===== src/rtl/aqPkg.sv =====
package aqPkg;
  localparam int NUM_OUT = 2;
  localparam int NUM_EVT = 4;
  localparam int ACT_W   = 2;

  // event slots; slot order is independent of priority
  localparam int EV_ZERO   = 0;
  localparam int EV_PERIOD = 1;
  localparam int EV_CMPA   = 2;
  localparam int EV_CMPB   = 3;

  // bit positions decoded from the write data
  localparam int RLD_LSB = 6;
  localparam int FRC_W   = 2;

  typedef enum logic [1:0] {
    ACT_NONE   = 2'b00,
    ACT_LOW    = 2'b01,
    ACT_HIGH   = 2'b10,
    ACT_TOGGLE = 2'b11
  } action_e;

  typedef enum logic [1:0] {
    FRC_OFF  = 2'b00,
    FRC_LOW  = 2'b01,
    FRC_HIGH = 2'b10,
    FRC_OFF2 = 2'b11
  } force_e;

  typedef enum logic [1:0] {
    RLD_ZERO   = 2'b00,
    RLD_PERIOD = 2'b01,
    RLD_EITHER = 2'b10,
    RLD_NOW    = 2'b11
  } reload_e;

  typedef struct packed {
    logic apply;
    logic evZero;
    logic evPeriod;
    logic evCmpA;
    logic evCmpB;
  } aqStrobe_t;

  function automatic int evtLsb(input int evt);
    case (evt)
      EV_ZERO:   return 0;
      EV_PERIOD: return 2;
      EV_CMPA:   return 4;
      default:   return 8;
    endcase
  endfunction
endpackage


===== src/rtl/aqCtrl.sv =====
module aqCtrl
  import aqPkg::*;
#(
  parameter int DATA_W        = 16,
  parameter int ADDR_W        = 2,
  parameter int ADDR_CTL_BASE = 0,
  parameter int ADDR_FORCE    = 2,
  parameter int ADDR_RELOAD   = 3
) (
  input  logic                                        clk,
  input  logic                                        rstN,
  input  logic                                        tick,
  input  logic                                        evZero,
  input  logic                                        evPeriod,
  input  logic                                        evCmpA,
  input  logic                                        evCmpB,
  input  logic                                        wrEn,
  input  logic [ADDR_W-1:0]                           wrAddr,
  input  logic [DATA_W-1:0]                           wrData,
  output aqStrobe_t                                   strobe,
  output logic [NUM_OUT-1:0][NUM_EVT-1:0][ACT_W-1:0]  actField,
  output logic [NUM_OUT-1:0][FRC_W-1:0]               effForce
);
  localparam int USED_W = evtLsb(EV_CMPB) + ACT_W;

  logic [NUM_OUT-1:0][FRC_W-1:0] shadowForce;
  logic [NUM_OUT-1:0][FRC_W-1:0] activeForce;
  logic [NUM_OUT-1:0][FRC_W-1:0] forceNext;
  reload_e                       reloadSel;
  logic                          reloadHit;
  logic                          loadNow;
  logic                          forceWr;
  logic                          reloadWr;
  logic                          unusedWrBits;

  assign unusedWrBits = ^wrData[DATA_W-1:USED_W];
  assign forceWr      = wrEn && (wrAddr == ADDR_W'(ADDR_FORCE));
  assign reloadWr     = wrEn && (wrAddr == ADDR_W'(ADDR_RELOAD));

  // action field registers, one per output
  for (genvar ch = 0; ch < NUM_OUT; ch++) begin : gCtl
    logic [NUM_EVT-1:0][ACT_W-1:0] fieldReg;
    logic                          ctlWr;
    assign ctlWr = wrEn && (wrAddr == ADDR_W'(ADDR_CTL_BASE + ch));
    always_ff @(posedge clk) begin
      if (!rstN) begin
        fieldReg <= '0;
      end else if (ctlWr) begin
        for (int e = 0; e < NUM_EVT; e++) begin
          fieldReg[e] <= wrData[evtLsb(e) +: ACT_W];
        end
      end
    end
    assign actField[ch] = fieldReg;
  end

  // reload point selection
  always_comb begin
    unique case (reloadSel)
      RLD_ZERO:   reloadHit = evZero;
      RLD_PERIOD: reloadHit = evPeriod;
      RLD_EITHER: reloadHit = evZero || evPeriod;
      default:    reloadHit = 1'b1;
    endcase
  end

  assign loadNow   = tick && reloadHit;
  assign forceNext = loadNow ? shadowForce : activeForce;
  assign effForce  = forceNext;

  always_ff @(posedge clk) begin
    if (!rstN) begin
      shadowForce <= '0;
      activeForce <= '0;
      reloadSel   <= RLD_ZERO;
    end else begin
      activeForce <= forceNext;
      if (forceWr) begin
        for (int ch = 0; ch < NUM_OUT; ch++) begin
          shadowForce[ch] <= wrData[ch*FRC_W +: FRC_W];
        end
      end
      if (reloadWr) begin
        reloadSel <= reload_e'(wrData[RLD_LSB +: 2]);
      end
    end
  end

  assign strobe.apply    = tick;
  assign strobe.evZero   = evZero;
  assign strobe.evPeriod = evPeriod;
  assign strobe.evCmpA   = evCmpA;
  assign strobe.evCmpB   = evCmpB;

  // active force only moves on a tick
  assert_force_hold_R6: assert property (@(posedge clk) disable iff (!rstN)
    !tick |=> $stable(activeForce));

  // immediate mode takes the shadow on any tick
  assert_reload_now_R6: assert property (@(posedge clk) disable iff (!rstN)
    (tick && reloadSel == RLD_NOW) |=> activeForce == $past(shadowForce));

  // zero mode ignores ticks without a zero event
  assert_reload_zero_R6: assert property (@(posedge clk) disable iff (!rstN)
    (reloadSel == RLD_ZERO && !evZero) |=> $stable(activeForce));

  // period mode ignores ticks without a period event
  assert_reload_period_R6: assert property (@(posedge clk) disable iff (!rstN)
    (reloadSel == RLD_PERIOD && !evPeriod) |=> $stable(activeForce));
endmodule


===== src/rtl/aqDatapath.sv =====
module aqDatapath
  import aqPkg::*;
(
  input  logic                                        clk,
  input  logic                                        rstN,
  input  aqStrobe_t                                   strobe,
  input  logic [NUM_OUT-1:0][NUM_EVT-1:0][ACT_W-1:0]  actField,
  input  logic [NUM_OUT-1:0][FRC_W-1:0]               effForce,
  output logic [NUM_OUT-1:0]                          pwm
);
  for (genvar ch = 0; ch < NUM_OUT; ch++) begin : gOut
    action_e chosen;
    logic    nextLvl;
    logic    lvl;
    logic    forceOff;

    assign forceOff = !(effForce[ch] == FRC_LOW || effForce[ch] == FRC_HIGH);

    // later assignments win: period > zero > compare-B > compare-A
    always_comb begin
      chosen = ACT_NONE;
      if (strobe.evCmpA && actField[ch][EV_CMPA] != ACT_NONE)
        chosen = action_e'(actField[ch][EV_CMPA]);
      if (strobe.evCmpB && actField[ch][EV_CMPB] != ACT_NONE)
        chosen = action_e'(actField[ch][EV_CMPB]);
      if (strobe.evZero && actField[ch][EV_ZERO] != ACT_NONE)
        chosen = action_e'(actField[ch][EV_ZERO]);
      if (strobe.evPeriod && actField[ch][EV_PERIOD] != ACT_NONE)
        chosen = action_e'(actField[ch][EV_PERIOD]);
    end

    always_comb begin
      if (effForce[ch] == FRC_LOW) begin
        nextLvl = 1'b0;
      end else if (effForce[ch] == FRC_HIGH) begin
        nextLvl = 1'b1;
      end else begin
        unique case (chosen)
          ACT_LOW:    nextLvl = 1'b0;
          ACT_HIGH:   nextLvl = 1'b1;
          ACT_TOGGLE: nextLvl = ~lvl;
          default:    nextLvl = lvl;
        endcase
      end
    end

    always_ff @(posedge clk) begin
      if (!rstN)             lvl <= 1'b0;
      else if (strobe.apply) lvl <= nextLvl;
    end

    assign pwm[ch] = lvl;

    assert_idle_hold_R7: assert property (@(posedge clk) disable iff (!rstN)
      !strobe.apply |=> $stable(pwm[ch]));

    assert_force_low_R5: assert property (@(posedge clk) disable iff (!rstN)
      (strobe.apply && effForce[ch] == FRC_LOW) |=> !pwm[ch]);

    assert_force_high_R5: assert property (@(posedge clk) disable iff (!rstN)
      (strobe.apply && effForce[ch] == FRC_HIGH) |=> pwm[ch]);

    assert_period_wins_R4: assert property (@(posedge clk) disable iff (!rstN)
      (strobe.apply && strobe.evPeriod && forceOff &&
       actField[ch][EV_PERIOD] == ACT_HIGH) |=> pwm[ch]);

    assert_zero_toggle_R2: assert property (@(posedge clk) disable iff (!rstN)
      (strobe.apply && strobe.evZero && !strobe.evPeriod && forceOff &&
       actField[ch][EV_ZERO] == ACT_TOGGLE) |=> pwm[ch] != $past(pwm[ch]));
  end
endmodule


===== src/rtl/pwmActionQual.sv =====
module pwmActionQual
  import aqPkg::*;
#(
  parameter int DATA_W = 16,
  parameter int ADDR_W = 2
) (
  input  logic              clk,
  input  logic              rstN,
  input  logic              tick,
  input  logic              evZero,
  input  logic              evPeriod,
  input  logic              evCmpA,
  input  logic              evCmpB,
  input  logic              wrEn,
  input  logic [ADDR_W-1:0] wrAddr,
  input  logic [DATA_W-1:0] wrData,
  output logic              pwmA,
  output logic              pwmB
);
  aqStrobe_t                                  strobe;
  logic [NUM_OUT-1:0][NUM_EVT-1:0][ACT_W-1:0] actField;
  logic [NUM_OUT-1:0][FRC_W-1:0]              effForce;
  logic [NUM_OUT-1:0]                         pwm;

  aqCtrl #(
    .DATA_W (DATA_W),
    .ADDR_W (ADDR_W)
  ) uCtrl (
    .clk      (clk),
    .rstN     (rstN),
    .tick     (tick),
    .evZero   (evZero),
    .evPeriod (evPeriod),
    .evCmpA   (evCmpA),
    .evCmpB   (evCmpB),
    .wrEn     (wrEn),
    .wrAddr   (wrAddr),
    .wrData   (wrData),
    .strobe   (strobe),
    .actField (actField),
    .effForce (effForce)
  );

  aqDatapath uData (
    .clk      (clk),
    .rstN     (rstN),
    .strobe   (strobe),
    .actField (actField),
    .effForce (effForce),
    .pwm      (pwm)
  );

  assign pwmA = pwm[0];
  assign pwmB = pwm[1];
endmodule


===== config.mk =====
export PLATFORM = sky130hd
export DESIGN_NAME = pwmActionQual
export DESIGN_NICKNAME = d
export VERILOG_FILES = /design/src/rtl/aqPkg.sv /design/src/rtl/aqCtrl.sv /design/src/rtl/aqDatapath.sv /design/src/rtl/pwmActionQual.sv
export SDC_FILE = /design/constraint.sdc
export NUM_CORES = 1
export LEC_CHECK = 0
export ABC_AREA = 1
export BUFFER_PORTS_ARGS = -buffer_cell sky130_fd_sc_hd__buf_2
export CELL_PAD_IN_SITES_DETAIL_PLACEMENT = 0
export CELL_PAD_IN_SITES_GLOBAL_PLACEMENT = 1
export CORE_UTILIZATION = 38
export DETAILED_ROUTE_END_ITERATION = 10
export PLACE_DENSITY = 0.76
export SETUP_SLACK_MARGIN = 0.15
export SLEW_MARGIN = 10
export SYNTH_ARGS = -nofsm -noshare
export SYNTH_HDL_FRONTEND = slang
export SYNTH_SLANG_ARGS = --single-unit

===== constraint.sdc =====
create_clock -name clk -period 2.2 [get_ports clk]
set_clock_uncertainty 0.15 [all_clocks]
set_input_delay 0.22 -clock clk [delete_from_list [all_inputs] [get_ports clk]]
set_output_delay 0.22 -clock clk [all_outputs]
set_load 0.03 [all_outputs]

==> metrics.cfg, run 1 <==
[synth]
netlist_instances=201
yosys_warnings=0
ys_seq_area_frac=0.399
synth_top_area_frac=0.399
synth_area_leader_cell=dfxtp_1
synth-seq-cells=28
syn_nets=231
synth_top_cells_by_area=dfxtp_1 40%, o21ai_0 10%, nand2_1 9.6%
avgSynthCellArea_um2=6.98
syn_area_um2=1400
synth_cell_type_count=20

[route]
drt_wl_total_um=3050
vias=1290
drc=0
viasPerCell=4.81
dr.pass1.iters=4
drt_iter0_drc=48
wl_met2_um=1510
top_layer=met4
ant_nets=0
wl_per_cell_um=11.4
wl_met1_um=1420
met3_length_um=101

[worst_setup_path]
r2r-end=uData.gOut[1].lvl$_SDFFE_PN0P_
cp_max_fo=4
crit_chain=o21a_1 -> a21oi_1 -> o21ai_0 -> nand3_1 -> o21ai_0 -> ha_1 -> o31ai_2 -> o21ai_1 -> a21oi_1
crit_required_ns=2.26
r2r_slack_ns=0.31
critPathTopFamily=compound AO/OA/AOI/OAI gates
path_buf_inv=0
cpPeakStageDelay_ns=0.33
cp-end-kind=flip-flop
worstSetupPathType=flip-flop to flip-flop
cp_slowest_cell=dfxtp_1
start_kind=flip-flop
r2r_start=uCtrl.actField[8]$_SDFFE_PN0P_
rr_worst_depth=9
critPathArrivalTime_ns=1.95

[global_route]
grt_pass1_wl_um=5040
grt.overflow.total=0
grt_antenna_before_repair=0
grt_pass1_vias=1157
grt_max_degree=25
grt_util_all_layers=0.164

[clock_network]
cts_buffer_depth=2
clkTransAtPathRegs_ns=0.10
cts_hold_buf=0
cts_sinks=28
htreeDepth=1
clock_tree.root_cell=clkbuf_8
numCtsBuffers=3
clk_latency_ns=0.27
cts_tree=yes

[sta]
min_period_ns=1.89
grt_setup_unrepaired=false
worst_slew_pin_slew_ns=0.512
timing.final.crit_share=0.858
max_freq_mhz=530
final-hold-violation-count=0
setup_viol=0
slew_violations=0
tns_ns=0
max_slew_margin=0.658
hold-worst-slack_ns=0.0371

[min_path]
hold_path_end=uCtrl.actField[5]$_SDFFE_PN0P_
hold_depth=3
hold_path.startpoint=wrData[5]
hold_path_class=input pin to flip-flop

[place]
gp_congestion=0.764
hpwl_um=2380
port_buffers=21

[die]
row_count=21
die_x_um=62.8
io_pins=28
start_util=0.408
die_h_um=62.8
core-area_um2=3440
dieArea_um2=3940

[layout]
nets=253
syn2layout_area_growth_pct=14.3
diodes=0
layout-drive-gt1-share=0.162

[outcome]
status=completed

[power_and_ir_drop]
irDropWorstVdd_uv=291
power_density_nw_per_um2=661
p_leak_uw=0.000723

[run]
cap_violations=0

[layout by cell type, fill, tap and decap left out, drive strengths merged, types with 4 or more instances in the layout]
cell	Yosys	final
buf	2	21
o21ai	30	30
inv	32	32
a21oi	19	19
nand2	37	37
ha	4	4
dfxtp	28	28
clkbuf	2	4
nand4	4	4
nor2	26	26
nand3	11	11
[power breakdown]
part | switching (µW) | leakage, µW | internal [µW]
clock | 163 | 0.0000288 | 160
sequential | 16.2 | 0.000230 | 537
combinational | 117 | 0.000465 | 67.3
total | 296 | 0.000723 | 765
[cell type report]
cell class / instances / area, µm²
sequential: 28 / 562
tap: 46 / 57.6
clock buffer: 4 / 55.1
timing repair buffer: 21 / 105
fill: 362 / 1840
inverter: 32 / 120
multi-input combinational: 137 / 706
[layer usage]
layer,up-vias,global-route usage
met5,-,0
met4,0,0.0436
met3,2,0.0219
met2,28,0.299
met1,568,0.201
li1,692,-
[sequential cells by signal, summed over array words and instances, names as in the netlist]
signal,cells
uCtrl.reloadSel,2
uData.gOut.lvl,2
uCtrl.activeForce,4
uCtrl.shadowForce,4
uCtrl.actField,16
[worst register-to-register path: stages, from the launching register on]
cell and delay [ns]:
dfxtp_1 0.33, o21a_1 0.22, a21oi_1 0.11, o21ai_0 0.10, nand3_1 0.08, o21ai_0 0.12
ha_1 0.31, o31ai_2 0.22, o21ai_1 0.08, a21oi_1 0.12
[repair_timing]
action	CTS	global route
gates resized for setup	0	3
setup buffers	0	0
endpoints found under the hold margin	0	0
endpoints found under the setup margin	0	1
[cells in the mapped netlist, drive strengths merged]
| cell type | number |
|---|---|
| nand2 | 37 |
| inv | 32 |
| o21ai | 30 |
| dfxtp | 28 |
| nor2 | 26 |
| a21oi | 19 |
| nand3 | 11 |
| ha | 4 |
| nand4 | 4 |
| nor3 | 3 |
| buf | 2 |
| clkbuf | 2 |
| o21a | 2 |
| o31ai | 1 |
[cell families (layout without fill, tap and decap cells)]
logic type	after synthesis	after routing	synth area share
fa+ha+maj	4	4	0.0357
compound gates	52	52	0.196
buf+inv	36	57	0.102
flops	28	28	0.399
simple gates	81	81	0.267
[through the flow]
step / utilization / power, µW / setup slack [ns] / instance area (µm²) / cells
2_1_floorplan: - / 688 / 0.411 / 1400 / 201
3_3_place_gp: 0.449 / 741 / 0.273 / 1540 / 264
3_5_place_dp: 0.449 / 746 / 0.221 / 1540 / 264
4_1_cts: 0.465 / 1070 / 0.193 / 1600 / 268
5_1_grt: 0.466 / 1130 / 0.163 / 1610 / 268
6_report: 0.466 / 1060 / 0.313 / 1610 / 268
[how the worst max path moves through the flow]
stage / to / from / slack (ns) / cells after the start
final: uData.gOut[1].lvl$_SDFFE_PN0P_ / uCtrl.actField[8]$_SDFFE_PN0P_ / 0.31 / 9
after global routing: uData.gOut[1].lvl$_SDFFE_PN0P_ / uCtrl.actField[8]$_SDFFE_PN0P_ / 0.16 / 9
after CTS: uData.gOut[1].lvl$_SDFFE_PN0P_ / uCtrl.actField[8]$_SDFFE_PN0P_ / 0.19 / 9
after detailed placement: uData.gOut[1].lvl$_SDFFE_PN0P_ / uCtrl.actField[8]$_SDFFE_PN0P_ / 0.22 / 9
after global placement: uData.gOut[1].lvl$_SDFFE_PN0P_ / uCtrl.actField[8]$_SDFFE_PN0P_ / 0.27 / 9
after floorplan: uData.gOut[1].lvl$_SDFFE_PN0P_ / uCtrl.actField[8]$_SDFFE_PN0P_ / 0.41 / 9
(Power assumes the default switching activity.)
==> inputs of run 2 (changes only) <==
--- a/config.mk
+++ b/config.mk
@@ -5,11 +5,10 @@
 export SDC_FILE = /design/constraint.sdc
 export NUM_CORES = 1
 export LEC_CHECK = 0
-export ABC_AREA = 1
 export BUFFER_PORTS_ARGS = -buffer_cell sky130_fd_sc_hd__buf_2
 export CELL_PAD_IN_SITES_DETAIL_PLACEMENT = 0
 export CELL_PAD_IN_SITES_GLOBAL_PLACEMENT = 1
-export CORE_UTILIZATION = 38
+export CORE_UTILIZATION = 41
 export DETAILED_ROUTE_END_ITERATION = 10
 export PLACE_DENSITY = 0.76
 export SETUP_SLACK_MARGIN = 0.15
==> metrics.cfg, run 2 <==
[worst_setup_path]
cp-end-kind=flip-flop  ; unchanged
worstSetupPathType=flip-flop to flip-flop  ; unchanged
crit_required_ns=2.28  ; was 2.26 ns
start_kind=flip-flop  ; unchanged
cp_slowest_cell=or3b_4  ; was dfxtp_1
cpPeakStageDelay_ns=0.40  ; was 0.33 ns
cpMostUsedCell=nand2_2
critPathArrivalTime_ns=2.16  ; was 1.95 ns
cp_max_fo=3  ; was 4
crit_chain=or3b_4 -> nand3_4 -> mux2i_2 -> inv_1 -> ha_4 -> nand2_2 -> nand2_2 -> mux2i_1 -> nor2b_1  ; was o21a_1 -> a21oi_1 -> o21ai_0 -> nand3_1 -> o21ai_0 -> ha_1 -> o31ai_2 -> o21ai_1 -> a21oi_1

[power_and_ir_drop]
p_leak_uw=0.000745  ; was 0.000723 µW
switching_share=0.256  ; was 0.279
irDropWorstVdd_uv=286  ; was 291 µV
combPwrFrac=0.160  ; was 0.173
clkPwrFrac=0.238  ; was 0.305
power_density_nw_per_um2=526  ; was 661 nW/µm²
power.internal_uw=660  ; was 765 µW
p_sw_uw=227  ; was 296 µW
p_seq_frac=0.602  ; was 0.522

[synth]
ys_seq_area_frac=0.402  ; was 0.399
yosys_warnings=0  ; unchanged
avgSynthCellArea_um2=9.82  ; was 6.98 µm²
synthArstFlopShare=0  ; unchanged
synth_cell_type_count=31  ; was 20
syn_nets=172  ; was 231
ys.flop_type=dfxtp_1  ; unchanged
synth.most_common_cell=dfxtp_1  ; was nand2_1
netlist_instances=142  ; was 201
synth_area_leader_cell=dfxtp_1  ; unchanged
synth-seq-cells=28  ; unchanged
syn_area_um2=1400  ; about the same
synth_edf_count=0  ; unchanged
synth_top_cells_by_count=28 x dfxtp_1, 27 x mux2i_1, 26 x nor2b_1  ; was 36 x nand2_1, 31 x inv_1, 28 x dfxtp_1, 28 x o21ai_0, 24 x nor2_1
synth_top_cells_by_area=dfxtp_1 40%, mux2i_1 19%, nor2b_1 12%  ; was dfxtp_1 40%, o21ai_0 10%, nand2_1 9.6%
synth_top_area_frac=0.402  ; was 0.399

[layout]
syn2layout_area_growth_pct=20.9  ; was 14.3%
nets=204  ; was 253
design_area_um2=1690  ; was 1610 µm²
largest_register_ffs=16  ; unchanged
final_util=0.539  ; was 0.466
mostFrequentLayoutCells=26 x nor2b_1, 25 x mux2i_1, 25 x dfxtp_1  ; was 36 x nand2_1, 31 x inv_1, 27 x o21ai_0, 27 x dfxtp_1, 24 x nor2_1
diodes=0  ; unchanged
final_common_cell=nor2b_1  ; was nand2_1
fill_cells=284  ; was 362
layout-drive-gt1-share=0.308  ; was 0.162
finalNonFillerCells=216  ; was 268

[route]
vias=1103  ; was 1290
wl_per_cell_um=13.1  ; was 11.4 µm
drt_iter0_drc=27  ; was 48
ant_nets=0  ; unchanged
viasPerCell=5.11  ; was 4.81
dr.pass1.iters=4  ; unchanged
drc=0  ; unchanged
drt_wl_total_um=2840  ; was 3050 µm

[die]
dieArea_um2=3640  ; was 3940 µm²
io_pins=28  ; unchanged
die_x_um=60.3  ; was 62.8 µm
start_util=0.446  ; was 0.408
core-area_um2=3130  ; was 3440 µm²
die_h_um=60.3  ; was 62.8 µm
row_count=20  ; was 21

[clock_network]
cts_tree=yes  ; unchanged
numCtsBuffers=3  ; unchanged
clk_latency_ns=0.32  ; was 0.27 ns
htreeDepth=1  ; unchanged
clock_tree.root_cell=clkbuf_4  ; was clkbuf_8
cts_buffer_depth=2  ; unchanged
cts_sinks=28  ; unchanged
clkTransAtPathRegs_ns=0.15  ; was 0.10 ns

[place]
gp_congestion=0.691  ; was 0.764
placed_area_um2=1570  ; was 1540 µm²
hpwl_um=2120  ; was 2380 µm
place_inst=207  ; was 264
place_ws_ns=-0.00518  ; was 0.221 ns
port_buffers=21  ; unchanged

[sta]
final-hold-violation-count=0  ; unchanged
timing.final.crit_share=0.942  ; was 0.858
slew_violations=0  ; unchanged
setup_viol=0  ; unchanged
grt_setup_unrepaired=true  ; was false
max_slew_margin=0.623  ; was 0.658
min_period_ns=2.07  ; was 1.89 ns
tns_ns=0  ; unchanged
worst_slew_pin_slew_ns=0.563  ; was 0.512 ns
max_freq_mhz=482  ; was 530 MHz
worst_slack_ns=0.127  ; was 0.313 ns

[global_route]
grt_util_all_layers=0.179  ; was 0.164
grt_antenna_before_repair=0  ; unchanged
grt_max_degree=29  ; was 25
grt_pass1_vias=1113  ; was 1157
grt_pass1_wl_um=4780  ; was 5040 µm
grt.overflow.total=0  ; unchanged

[min_path]
hold_path_class=input pin to flip-flop  ; unchanged

[outcome]
status=completed  ; unchanged

[run]
cap_violations=0  ; unchanged

-- run 2: cell families (layout without fill, tap and decap cells) --
group,after synthesis,after routing,share of synthesized area
buf+inv,7,37,0.0215
flops,28,28,0.402
compound gates,23,23,0.110
simple gates,53,53,0.237
fa+ha+maj,4,4,0.0359
mux,27,27,0.194
-- run 2: final timing paths --
check / from / end / slack, ns / depth (start not counted)
setup / recovery: uCtrl.reloadSel[0]$_SDFFE_PN0P_ / uData.gOut[1].lvl$_SDFFE_PN0P_ / 0.13 / 9
hold / removal: wrData[4] / uCtrl.actField[4]$_SDFFE_PN0P_ / 0.009 / 3
setup reg to reg: uCtrl.reloadSel[0]$_SDFFE_PN0P_ / uData.gOut[1].lvl$_SDFFE_PN0P_ / 0.13 / 9
hold reg to reg: uCtrl.actField[10]$_SDFFE_PN0P_ / uCtrl.actField[10]$_SDFFE_PN0P_ / 0.38 / 2
-- run 2: layout make-up --
class                           instances  area (µm²)  share of cell area
Clock buffer                            3        22.5              0.0134
Multi-Input combinational cell        107         847               0.502
Timing Repair Buffer                   32         190               0.113
Tap cell                               44        55.1              0.0326
Inverter                                2        7.51             0.00445
Sequential cell                        28         564               0.335
-- run 2: power groups by stage --
stage,logic (µW),clock network [µW],registers (µW)
3_3_place_gp,123,0,544
6_report,142,211,534
3_5_place_dp,128,0,545
4_1_cts,138,220,534
5_1_grt,158,240,537
2_1_floorplan,77.9,0,544
-- run 2: critical path: cells and delay by family (launching register included) --
family	cells	cell delay, ns
multiplexers	2	0.42
flip-flops	1	0.36
adder cells (fa/ha/maj)	1	0.27
AND/OR/NAND/NOR	5	0.67
buffers and inverters	1	0.10
-- run 2: repair_timing --
action / in CTS / in global routing
gates resized for setup: 8 / 4
cloned: 0 / 0
pin swaps: 6 / 2
buffers inserted: 4 / 1
hold buffers: 1 / 0
setup endpoints to repair: 1 / 1
hold endpoints to repair: 1 / 0
-- run 2: stage by stage --
step | hold slack [ns] | power [µW]
2_1_floorplan | 0.198 | 622
3_3_place_gp | 0.330 | 667
3_5_place_dp | 0.350 | 672
4_1_cts | 0.00656 | 892
5_1_grt | 0.0151 | 935
6_report | 0.00860 | 887
-- run 2: per-layer routing --
layer  vias to the layer above  global-route usage  wire, µm
met4                         0              0.0664        27
met5                         -                   0         0
met1                       512               0.238      1400
met2                        24               0.298      1290
met3                         4              0.0213       119
li1                        563                   -         -
